<file path="src/rtl/nrs_pkg.sv">
`timescale 1ns/1ps
package nrs_pkg;
  localparam int ROW_W = 20;
  localparam logic [7:0] OP_READ    = 8'h00;
  localparam logic [7:0] OP_CONFIRM = 8'h30;

  localparam logic [2:0] SLOT_CMD     = 3'd0;
  localparam logic [2:0] SLOT_ROW_MID = 3'd4;
  localparam logic [2:0] SLOT_ROW_HI  = 3'd5;
  localparam logic [2:0] SLOT_CONFIRM = 3'd6;

  typedef enum logic [2:0] {
    ST_IDLE,
    ST_WAIT_PRE,
    ST_SETUP,
    ST_HOLD,
    ST_GAP,
    ST_WAIT_POST
  } seq_state_t;
endpackage

</file>
<file path="src/rtl/nrs_addr_gen.sv">
`timescale 1ns/1ps
module nrs_addr_gen import nrs_pkg::*; #(
  parameter int BLOCK_W         = 14,
  parameter int PAGE_W          = 6,
  parameter int COL_W           = 12,
  parameter int PAGES_PER_BLOCK = 64,
  parameter int PAGE_BYTES      = 2048
) (
  input  logic [BLOCK_W-1:0] block,
  input  logic [PAGE_W-1:0]  page,
  input  logic [COL_W-1:0]   col,
  input  logic               oob,
  input  logic               bus16,
  input  logic [2:0]         slot,
  output logic [7:0]         byte_val,
  output logic               is_cmd
);
  localparam int CE_W = COL_W + 1;

  logic [ROW_W-1:0] row;
  logic [CE_W-1:0]  col_sum;
  logic [CE_W-1:0]  col_eff;
  logic [15:0]      col16;

  // Flat row index: pages are numbered across blocks.
  assign row = ROW_W'(block) * ROW_W'(PAGES_PER_BLOCK) + ROW_W'(page);

  // Spare-area reads continue past the end of the data area.
  assign col_sum = CE_W'(col) + (oob ? CE_W'(PAGE_BYTES) : CE_W'(0));
  // Wide devices are addressed in words.
  assign col_eff = bus16 ? (col_sum >> 1) : col_sum;

  always_comb begin
    col16 = '0;
    col16[CE_W-1:0] = col_eff;
  end

  always_comb begin
    is_cmd   = 1'b0;
    byte_val = 8'h00;
    unique case (slot)
      3'd0: begin byte_val = OP_READ;    is_cmd = 1'b1; end
      3'd1: byte_val = col16[7:0];
      3'd2: byte_val = col16[15:8];
      3'd3: byte_val = row[7:0];
      3'd4: byte_val = row[15:8];
      3'd5: byte_val = {4'h0, row[19:16]};
      3'd6: begin byte_val = OP_CONFIRM; is_cmd = 1'b1; end
      default: byte_val = 8'h00;
    endcase
  end
endmodule

</file>
<file path="src/rtl/nrs_phase_timer.sv">
`timescale 1ns/1ps
module nrs_phase_timer #(
  parameter int TIM_W = 4
) (
  input  logic             clk,
  input  logic             rst_n,
  input  logic             load,
  input  logic [TIM_W-1:0] load_val,
  output logic             zero
);
  logic [TIM_W-1:0] cnt;

  always_ff @(posedge clk or negedge rst_n) begin
    if (!rst_n)            cnt <= '0;
    else if (load)         cnt <= load_val;
    else if (cnt != '0)    cnt <= cnt - TIM_W'(1);
  end

  assign zero = (cnt == '0);
endmodule

</file>
<file path="src/rtl/nrs_ready_watch.sv">
`timescale 1ns/1ps
module nrs_ready_watch #(
  parameter int LIMIT = 4096
) (
  input  logic clk,
  input  logic rst_n,
  input  logic active,
  input  logic rb,
  output logic expired
);
  localparam int CNT_W = $clog2(LIMIT + 1);

  logic [CNT_W-1:0] cnt;

  assign expired = active && !rb && (cnt == CNT_W'(LIMIT - 1));

  always_ff @(posedge clk or negedge rst_n) begin
    if (!rst_n)                 cnt <= '0;
    else if (!active)           cnt <= '0;
    else if (!rb && !expired)   cnt <= cnt + CNT_W'(1);
  end
endmodule

</file>
<file path="src/rtl/nand_read_seq.sv">
`timescale 1ns/1ps
module nand_read_seq import nrs_pkg::*; #(
  parameter int BLOCK_W         = 14,
  parameter int PAGE_W          = 6,
  parameter int COL_W           = 12,
  parameter int PAGES_PER_BLOCK = 64,
  parameter int PAGE_BYTES      = 2048,
  parameter int TIM_W           = 4,
  parameter int READY_TIMEOUT   = 4096
) (
  input  logic               clk,
  input  logic               rst_n,
  input  logic               req_valid,
  output logic               req_ready,
  input  logic [BLOCK_W-1:0] req_block,
  input  logic [PAGE_W-1:0]  req_page,
  input  logic [COL_W-1:0]   req_col,
  input  logic               req_oob,
  input  logic               cfg_bus16,
  input  logic               cfg_five_cycle,
  input  logic [TIM_W-1:0]   cfg_setup,
  input  logic [TIM_W-1:0]   cfg_hold,
  input  logic               nand_rb,
  output logic               nand_ce_n,
  output logic               nand_cle,
  output logic               nand_ale,
  output logic               nand_we_n,
  output logic [15:0]        nand_io,
  output logic               busy,
  output logic               done,
  output logic               timeout_err,
  input  logic [15:0]        mark_word,
  output logic               mark_bad
);
  seq_state_t state, state_n;
  logic [2:0] slot, slot_n;

  logic [BLOCK_W-1:0] lat_block;
  logic [PAGE_W-1:0]  lat_page;
  logic [COL_W-1:0]   lat_col;
  logic               lat_oob, lat_bus16, lat_five;
  logic [TIM_W-1:0]   lat_setup, lat_hold;

  logic             accept;
  logic             tim_zero, tim_load;
  logic [TIM_W-1:0] tim_val;
  logic             waiting, tmo;
  logic [7:0]       cur_byte;
  logic             cur_cmd;
  logic             in_byte;
  logic             last_addr;

  assign accept = req_valid && (state == ST_IDLE);

  nrs_addr_gen #(
    .BLOCK_W(BLOCK_W), .PAGE_W(PAGE_W), .COL_W(COL_W),
    .PAGES_PER_BLOCK(PAGES_PER_BLOCK), .PAGE_BYTES(PAGE_BYTES)
  ) u_addr (
    .block(lat_block), .page(lat_page), .col(lat_col),
    .oob(lat_oob), .bus16(lat_bus16), .slot(slot),
    .byte_val(cur_byte), .is_cmd(cur_cmd)
  );

  nrs_phase_timer #(.TIM_W(TIM_W)) u_timer (
    .clk(clk), .rst_n(rst_n), .load(tim_load), .load_val(tim_val), .zero(tim_zero)
  );

  assign waiting = (state == ST_WAIT_PRE) || (state == ST_WAIT_POST);

  nrs_ready_watch #(.LIMIT(READY_TIMEOUT)) u_watch (
    .clk(clk), .rst_n(rst_n), .active(waiting), .rb(nand_rb), .expired(tmo)
  );

  // Last address byte depends on whether the fifth cycle is enabled.
  assign last_addr = (slot == SLOT_ROW_HI) || ((slot == SLOT_ROW_MID) && !lat_five);

  always_comb begin
    state_n = state;
    slot_n  = slot;
    unique case (state)
      ST_IDLE:     if (req_valid) state_n = ST_WAIT_PRE;
      ST_WAIT_PRE: begin
        if (tmo) state_n = ST_IDLE;
        else if (nand_rb) begin
          state_n = ST_SETUP;
          slot_n  = SLOT_CMD;
        end
      end
      ST_SETUP:    if (tim_zero) state_n = ST_HOLD;
      ST_HOLD: begin
        if (tim_zero) begin
          if (slot == SLOT_CONFIRM) state_n = ST_WAIT_POST;
          else if (last_addr)       state_n = ST_GAP;
          else begin
            state_n = ST_SETUP;
            slot_n  = slot + 3'd1;
          end
        end
      end
      ST_GAP: begin
        state_n = ST_SETUP;
        slot_n  = SLOT_CONFIRM;
      end
      ST_WAIT_POST: if (tmo || nand_rb) state_n = ST_IDLE;
      default:      state_n = ST_IDLE;
    endcase
  end

  // Phase counter is reloaded on every entry into a strobe phase.
  assign tim_load = (state_n != state) && ((state_n == ST_SETUP) || (state_n == ST_HOLD));
  assign tim_val  = (state_n == ST_SETUP) ? lat_setup : lat_hold;

  always_ff @(posedge clk or negedge rst_n) begin
    if (!rst_n) begin
      state       <= ST_IDLE;
      slot        <= SLOT_CMD;
      done        <= 1'b0;
      timeout_err <= 1'b0;
      lat_block   <= '0;
      lat_page    <= '0;
      lat_col     <= '0;
      lat_oob     <= 1'b0;
      lat_bus16   <= 1'b0;
      lat_five    <= 1'b0;
      lat_setup   <= '0;
      lat_hold    <= '0;
    end else begin
      state <= state_n;
      slot  <= slot_n;
      done  <= (state == ST_WAIT_POST) && nand_rb;
      if (accept) begin
        lat_block   <= req_block;
        lat_page    <= req_page;
        lat_col     <= req_col;
        lat_oob     <= req_oob;
        lat_bus16   <= cfg_bus16;
        lat_five    <= cfg_five_cycle;
        lat_setup   <= cfg_setup;
        lat_hold    <= cfg_hold;
        timeout_err <= 1'b0;
      end else if (tmo) begin
        timeout_err <= 1'b1;
      end
    end
  end

  assign in_byte   = (state == ST_SETUP) || (state == ST_HOLD);
  assign nand_cle  = in_byte && cur_cmd;
  assign nand_ale  = in_byte && !cur_cmd;
  assign nand_we_n = (state != ST_SETUP);
  assign nand_io   = in_byte ? {8'h00, cur_byte} : 16'h0000;
  assign nand_ce_n = (state == ST_IDLE);
  assign busy      = (state != ST_IDLE);
  assign req_ready = (state == ST_IDLE);

  assign mark_bad = cfg_bus16 ? (mark_word != 16'hFFFF) : (mark_word[7:0] != 8'hFF);
endmodule

</file>
<file path="config.mk">
export PLATFORM = sky130hd
export DESIGN_NAME = nand_read_seq
export DESIGN_NICKNAME = d
export VERILOG_FILES = /design/src/rtl/nrs_pkg.sv /design/src/rtl/nrs_addr_gen.sv /design/src/rtl/nrs_phase_timer.sv /design/src/rtl/nrs_ready_watch.sv /design/src/rtl/nand_read_seq.sv
export SDC_FILE = /design/constraint.sdc
export NUM_CORES = 1
export LEC_CHECK = 0
export BUFFER_PORTS_ARGS = -buffer_cell sky130_fd_sc_hd__buf_2
export CAP_MARGIN = 20
export CORE_UTILIZATION = 52
export DETAILED_ROUTE_END_ITERATION = 12
export PLACE_DENSITY = 0.75
export SLEW_MARGIN = 5
export SYNTH_ARGS = -nofsm -noshare
export SYNTH_HDL_FRONTEND = slang
export SYNTH_SLANG_ARGS = --single-unit
export TNS_END_PERCENT = 1
</file>
<file path="constraint.sdc">
create_clock -name clk -period 2.47 [get_ports clk]
set_clock_uncertainty 0.15 [all_clocks]
set_input_delay 0.3705 -clock clk [delete_from_list [all_inputs] [get_ports clk]]
set_output_delay 0.3705 -clock clk [all_outputs]
set_load 0.02 [all_outputs]
</file>
[Yosys cells after proc, flatten, opt, wreduce, memory -nomap -nowiden]
Index checks and enable logic that the tools add are counted.
Storage, ports and cells
  output and inout port bits: 25
  word-level logic and storage cells: 99
  input port bits: 63
  register bits after elaboration: 68
Operators by class
  muxes and demuxes: 28
  equal/unequal tests: 24
  reduce and logical (&&, ||, !) cells: 28
  add/subtract/negate cells: 5
Operators with widths (count)
  $pmux 8 s6: 1
  $mux 13: 3
  $mux 3: 13
  $add 20x6->20: 1
  $eq 3x2->1 const B: 6
  $pmux 3 s6: 1
  $ne 16x16->1 const B: 1
  $eq 3x3->1 const B: 5
  $add 12x13->13: 1
  $add 13x1->13 const B: 1
  $eq 13x12->1 const B: 1
  $mux 12: 1
  $mux 4: 3
  $ne 2x2->1 const B: 6
  $logic_and 1x1->1: 9
  $pmux 3 s3: 1
  $mux 8: 1
  $ne 8x8->1 const B: 1
  $eq 3x1->1 const B: 2
  $logic_not 3->1: 2
  $reduce_and 6->1: 1
  $reduce_bool 3->1: 2
  $logic_or 1x1->1: 5
  $logic_not 1->1: 4
  other kinds (9): 13

[Longest topological paths before layout]
  depth after elaboration: 11
  mapped depth: 9
  mapped depth without buffers: 8

[By module]
A second synthesis with hierarchy kept.
Second synthesis, totals
  cell total of the unflattened synthesis: 341
  area total of the unflattened synthesis: 3833.7 um^2
Modules (own cells, without submodules)
  nand_read_seq: instances 1, cells an instance 184, area an instance 2446.1 um^2, seq. area each 1276.2 um^2
  nrs_ready_watch: instances 1, cells an instance 73, area an instance 695.7 um^2, seq. area each 325.3 um^2
  nrs_addr_gen: instances 1, cells an instance 62, area an instance 457.9 um^2, seq. area each 0.0 um^2
  nrs_phase_timer: instances 1, cells an instance 22, area an instance 234.0 um^2, seq. area each 100.1 um^2

[Least setup slack after synthesis]
OpenSTA, ideal clock, no wires.
  kind: register to output
  start: register slot[2]
  end: output nand_io[4]
  slack: 0.010 ns
  buffers on the path: 2
  arrival: 1.940 ns
  stages on the path, launching flop included: 7
  data required time: 1.949 ns
  cell sequence: dfrtp_1 > clkbuf_1 > inv_1 > ha_1 > buf_1 > o41ai_2 > nor2_1
On the way
  word-level cells in the longest chain between the ends: 3
  elaborated cells on any way between the ends: 8
  those cells by class: eq/ne (6); mux (2)
Ends and longest elaborated chain
  start, declared: line nand_read_seq.sv:36  | logic [2:0] slot, slot_n;
  start signal, assigned: line nand_read_seq.sv:129  | slot <= slot_n;
  $eq 3x3->1, or another cell as far along: line nrs_addr_gen.sv:41  | unique case (slot)
  $pmux 8 s6 (*): line nrs_addr_gen.sv:41
  $mux 8 (*): line nand_read_seq.sv:151  | assign nand_io = in_byte ? {8'h00, cur_byte} : 16'h0000;
  end, declared: line nand_read_seq.sv:28  | output logic [15:0] nand_io,
Mark *: on every way between the ends. The rest lies on a longest branch, timed or not.

[Worst setup path in the final report]
  start: register slot[1]
  end: output nand_io[3]
The elaborated chain is that of the path after synthesis.

==> run summary <==
In this run, the clock network consumes 19.5% of the power. The logs give 6869 um2 for the area inside the core boundary and 0.2237 ns for the placement-stage worst setup slack. For the clock net sink count, the log shows 68.

TritonCTS built the clock tree. For the initial detailed-routing violation count, the log shows 112. The achievable frequency is 0.4132 GHz, and the largest stage delay on the critical path is 0.43 ns. For the die area, the log shows 7558 um2. For this run, global-route usage on met1 was measured as 29.50%. STA classifies the critical path startpoint as a flip-flop. After clock tree synthesis, the clock-pin slew on the worst setup and hold paths is 0.08 ns. Clock root buffer master: sky130_fd_sc_hd__clkbuf_8. Of the available clock period, the critical path in the final layout requires 97.97%. The tools report the sum of routed wire length over all layers as 7.824 mm. Summing the sequential cell areas from Yosys gives 45.36% of the chip area. In this run the number of cells on the critical path is 6. The clock reaches the later pin of the worst-skew pair after 0.34 ns. The buffer and inverter count on the worst path was 2.

For this design the total switching power over the nets is 1706 uW. On the critical path the largest part of the delay comes from compound AO/OA/AOI/OAI gates. Summed over all layers, the global routing overflow is 0.

The relative contribution of combinational cells to total power came out at 42.4%. The worst hold path stage count is 2. The synthesized flop and latch total was 68.

The repair_antennas step left the layout with diodes totalling 0. The x dimension of the die came out at 86.94 um. Global routing consumed, on the met2 layer, 35.72% of the routing resources. Dividing the detail-routed via count by the number of cells gives 5.514. After routing the design area is 4478 um2. In this run the remaining antenna-violating nets after routing total 0. Along the worst path, the maximum fanout reaches 10. The switching share of power is 36.06%. The dominant synthesized flop cell is sky130_fd_sc_hd__dfrtp_1.

Number of rows in the core area: 30. The tools report the design internal power as 3024 uW. The count of endpoints failing setup in the final report was 0; the required time of the critical path was 1.95 ns. The routed design could run at a clock period as short as 2.420 ns. The flow ran to the end, and the final reports show no timing, DRC or antenna violations. After synthesis, the share of flip-flops with an asynchronous set or reset is 100.0%. Once routing completed, OpenROAD measured the worst setup slack at 0.05003 ns. The path class of the tightest hold or removal check is input port to flip-flop. Summing every instance area after synthesis gives 3751 um2. The first global-routing pass estimated 12.77 mm of wire.

The count of flip-flops with a built-in enable after synthesis came out at 0. The tools report the number of max-slew violations in the final report as 0. Entering global routing, the biggest net connects 43 pins.

In this run the static leakage power is 0.002094 uW. The number of placed instances, taps included, is 493. Detailed placement ended at an HPWL of 5.630 mm. After detailed placement, the total cell area comes to 4195 um2. After the flow finishes, the layout carries non-filler instances totaling 512. The kind of critical path is flip-flop to output pin. The placer's final routability congestion estimate was 0.9172; the height of the die was 86.94 um. The logs give 4 for the total iterations of the first detailed-routing run and 1.90 ns for the worst path arrival time. The netlist uses 56 different library cells. During I/O placement, the number of pins put on the boundary was 88.

The run gives 57.41% as the relative max-transition margin. The critical path goes through inv_2 -> ha_4 -> nand2_1 -> o22a_1 -> a31oi_1 -> buf_2. The per-instance average area after synthesis was 11.44 um2; the post-synthesis cell count was 328. The power density of the placed cells is 1056 nW/um2, and the overall fraction of global-route tracks in use is 22.24%. The number of warnings reported in the yosys synthesis log was 0; the number of levels the H-tree was split into was 3. Clock tree synthesis inserted a total of 9 buffers. The met3 track demand over resource was 4.171%. In the routed design, unresolved DRC markers number 0.

The max capacitance violation total was 0; the final-report hold violation count was 0. The tools report the number of filler instances in the final layout as 550. Adding up every negative setup slack in the final design gives 0 ns. Once the floorplan was initialized, standard cells occupied 54.61% of the core. For this design, the slowest cell found on the critical path is sky130_fd_sc_hd__dfrtp_1. Global routing's busiest layer: met2. Across all layers, the routed design uses 2823 vias. The tools report the number of antenna violations at the first check in global routing as 0. For the final layout net count, the log shows 482. Cells with a size suffix above 1 make up 43.51% of the layout.

The signed area change from the synthesized netlist to the final layout was 19.38%. The worst supply voltage drop on vdd is 0.0007525 V, and the sequential share of power is 38.1%. For the pin with the worst max-slew slack, the measured transition is 0.6388 ns. The longest clock path from root to sink contains 2 buffers. The average wire per cell in the routed design works out to 15.28 um. The number of cell instances on the worst register-to-register path came out at 7.

The count of input and output buffers was 79. Setup repair after global routing could not meet its margin everywhere. The via count of the first global-routing pass is 2715. The tools report the type of destination of the critical path as an output pin.
-- routing by layer --
layer	up-vias	share of wire, %
met5	-	0
met4	0	1.9
met3	18	4.8
met2	113	48
met1	1346	45
li1	1346	-
-- cell families (layout without fill, tap and decap cells) --
logic type | after synthesis | count (layout) | share of synthesized area (%)
buf+inv | 34 | 115 | 5.803
mux | 61 | 61 | 18.05
fa+ha+maj | 8 | 8 | 2.669
xor+xnor | 11 | 11 | 2.569
flops | 68 | 68 | 45.36
compound gates | 52 | 52 | 10.37
simple gates | 93 | 93 | 15.08
other cells | 1 | 8 | 0.09997
-- metrics by stage --
step,hold WS (ns),total power (uW),util (%)
6_report,0.1030,4729,65.19
5_1_grt,0.1020,5015,65.19
4_1_cts,0.09347,4727,64.99
3_5_place_dp,0.2731,3704,61.07
3_3_place_gp,0.2745,3651,61.07
2_1_floorplan,-0.07509,3194,-
-- power by group through the flow --
stage | Clock, uW | Combinational, uW | Sequential (uW)
after floorplan | 0 | 1480 | 1710
after global placement | 0 | 1850 | 1810
after detailed placement | 0 | 1880 | 1820
after CTS | 941 | 1980 | 1800
after global routing | 976 | 2180 | 1860
final | 922 | 2010 | 1800
-- flip-flops by register name, summed over array words and instances (netlist names), 3 cells and up --
name,count
lat_hold,4
lat_block,14
u_watch.cnt,13
state,3
slot,3
lat_col,12
lat_setup,4
lat_page,6
u_timer.cnt,4
-- cell usage in the layout (no fill, tap or decap), drive strengths merged, types with 2 or more instances in the layout --
cell type	count
buf	89
dfrtp	68
mux2	50
nor2	23
nand2	16
a21oi	13
mux2i	11
clkbuf	10
o22ai	9
xnor2	9
nand4	9
nor3	9
inv	9
conb	8
ha	8
o21ai	5
a31oi	5
nand2b	5
nor2b	4
a32oi	4
o22a	4
nand3	4
or3	4
and2	4
nand3b	3
a222oi	3
and2b	3
nor3b	3
clkinv	3
xor2	2
clkinvlp	2
a21boi	2
o31a	2
-- worst paths after layout --
path / from / to / slack (ns)
worst max register to register: u_timer.cnt[0]$_DFFE_PN0P_ / u_timer.cnt[0]$_DFFE_PN0P_ / 0.30
worst min-delay path: req_page[3] / lat_page[3]$_DFFE_PN0P_ / 0.10
worst min register to register: lat_hold[3]$_DFFE_PN0P_ / lat_hold[3]$_DFFE_PN0P_ / 0.36
min in group asynchronous: rst_n / lat_setup[0]$_DFFE_PN0P_ / 0.44
max in group asynchronous: rst_n / lat_block[2]$_DFFE_PN0P_ / 1.09
worst max-delay path: slot[1]$_DFFE_PN0P_ / nand_io[3] / 0.05
-- cells in the mapped netlist, drive strengths merged, types with 2 or more instances --
library cell  count  area share, %
mux2i            11            2.9
or3               4           0.83
o22ai             9            1.5
o21ai             5           0.67
nor3b             3           0.90
ha                8            2.7
and2b             3           0.67
a32oi             4           0.93
o31a              2           0.70
nand2            16            1.6
a31oi             5           0.83
a21oi            13            1.7
nor2             23            2.3
nor2b             4           0.67
xnor2             9            2.1
nand3             4           0.53
clkbuf            4           0.40
nand2b            5            1.0
mux2             50             15
nor3              9            1.3
o22a              4           0.93
xor2              2           0.47
and2              4           0.67
a21boi            2           0.40
nand3b            3           0.60
dfrtp            68             45
nand4             9            1.9
inv               9           0.90
a222oi            3           0.80
buf              21            4.5
-- repair_timing --
action / 4_1_cts / 5_1_grt
endpoints found under the hold margin: 26 / 0
resized for setup: 11 / 3
hold buffers: 1 / 0
setup endpoints to repair: 8 / 8
buffers inserted: 2 / 0
-- cell type report --
class | count | area (um2) | area share (%)
flip-flops and latches | 68 | 1703 | 38.03
repair buffers | 90 | 505.5 | 11.29
inverters | 9 | 33.78 | 0.7544
clock buffers | 10 | 137.6 | 3.073
well taps | 96 | 120.1 | 2.682
multi-input cells | 233 | 1914 | 42.75
clock inverters | 6 | 63.81 | 1.425
Note: power is estimated with default switching activity, not from simulation.
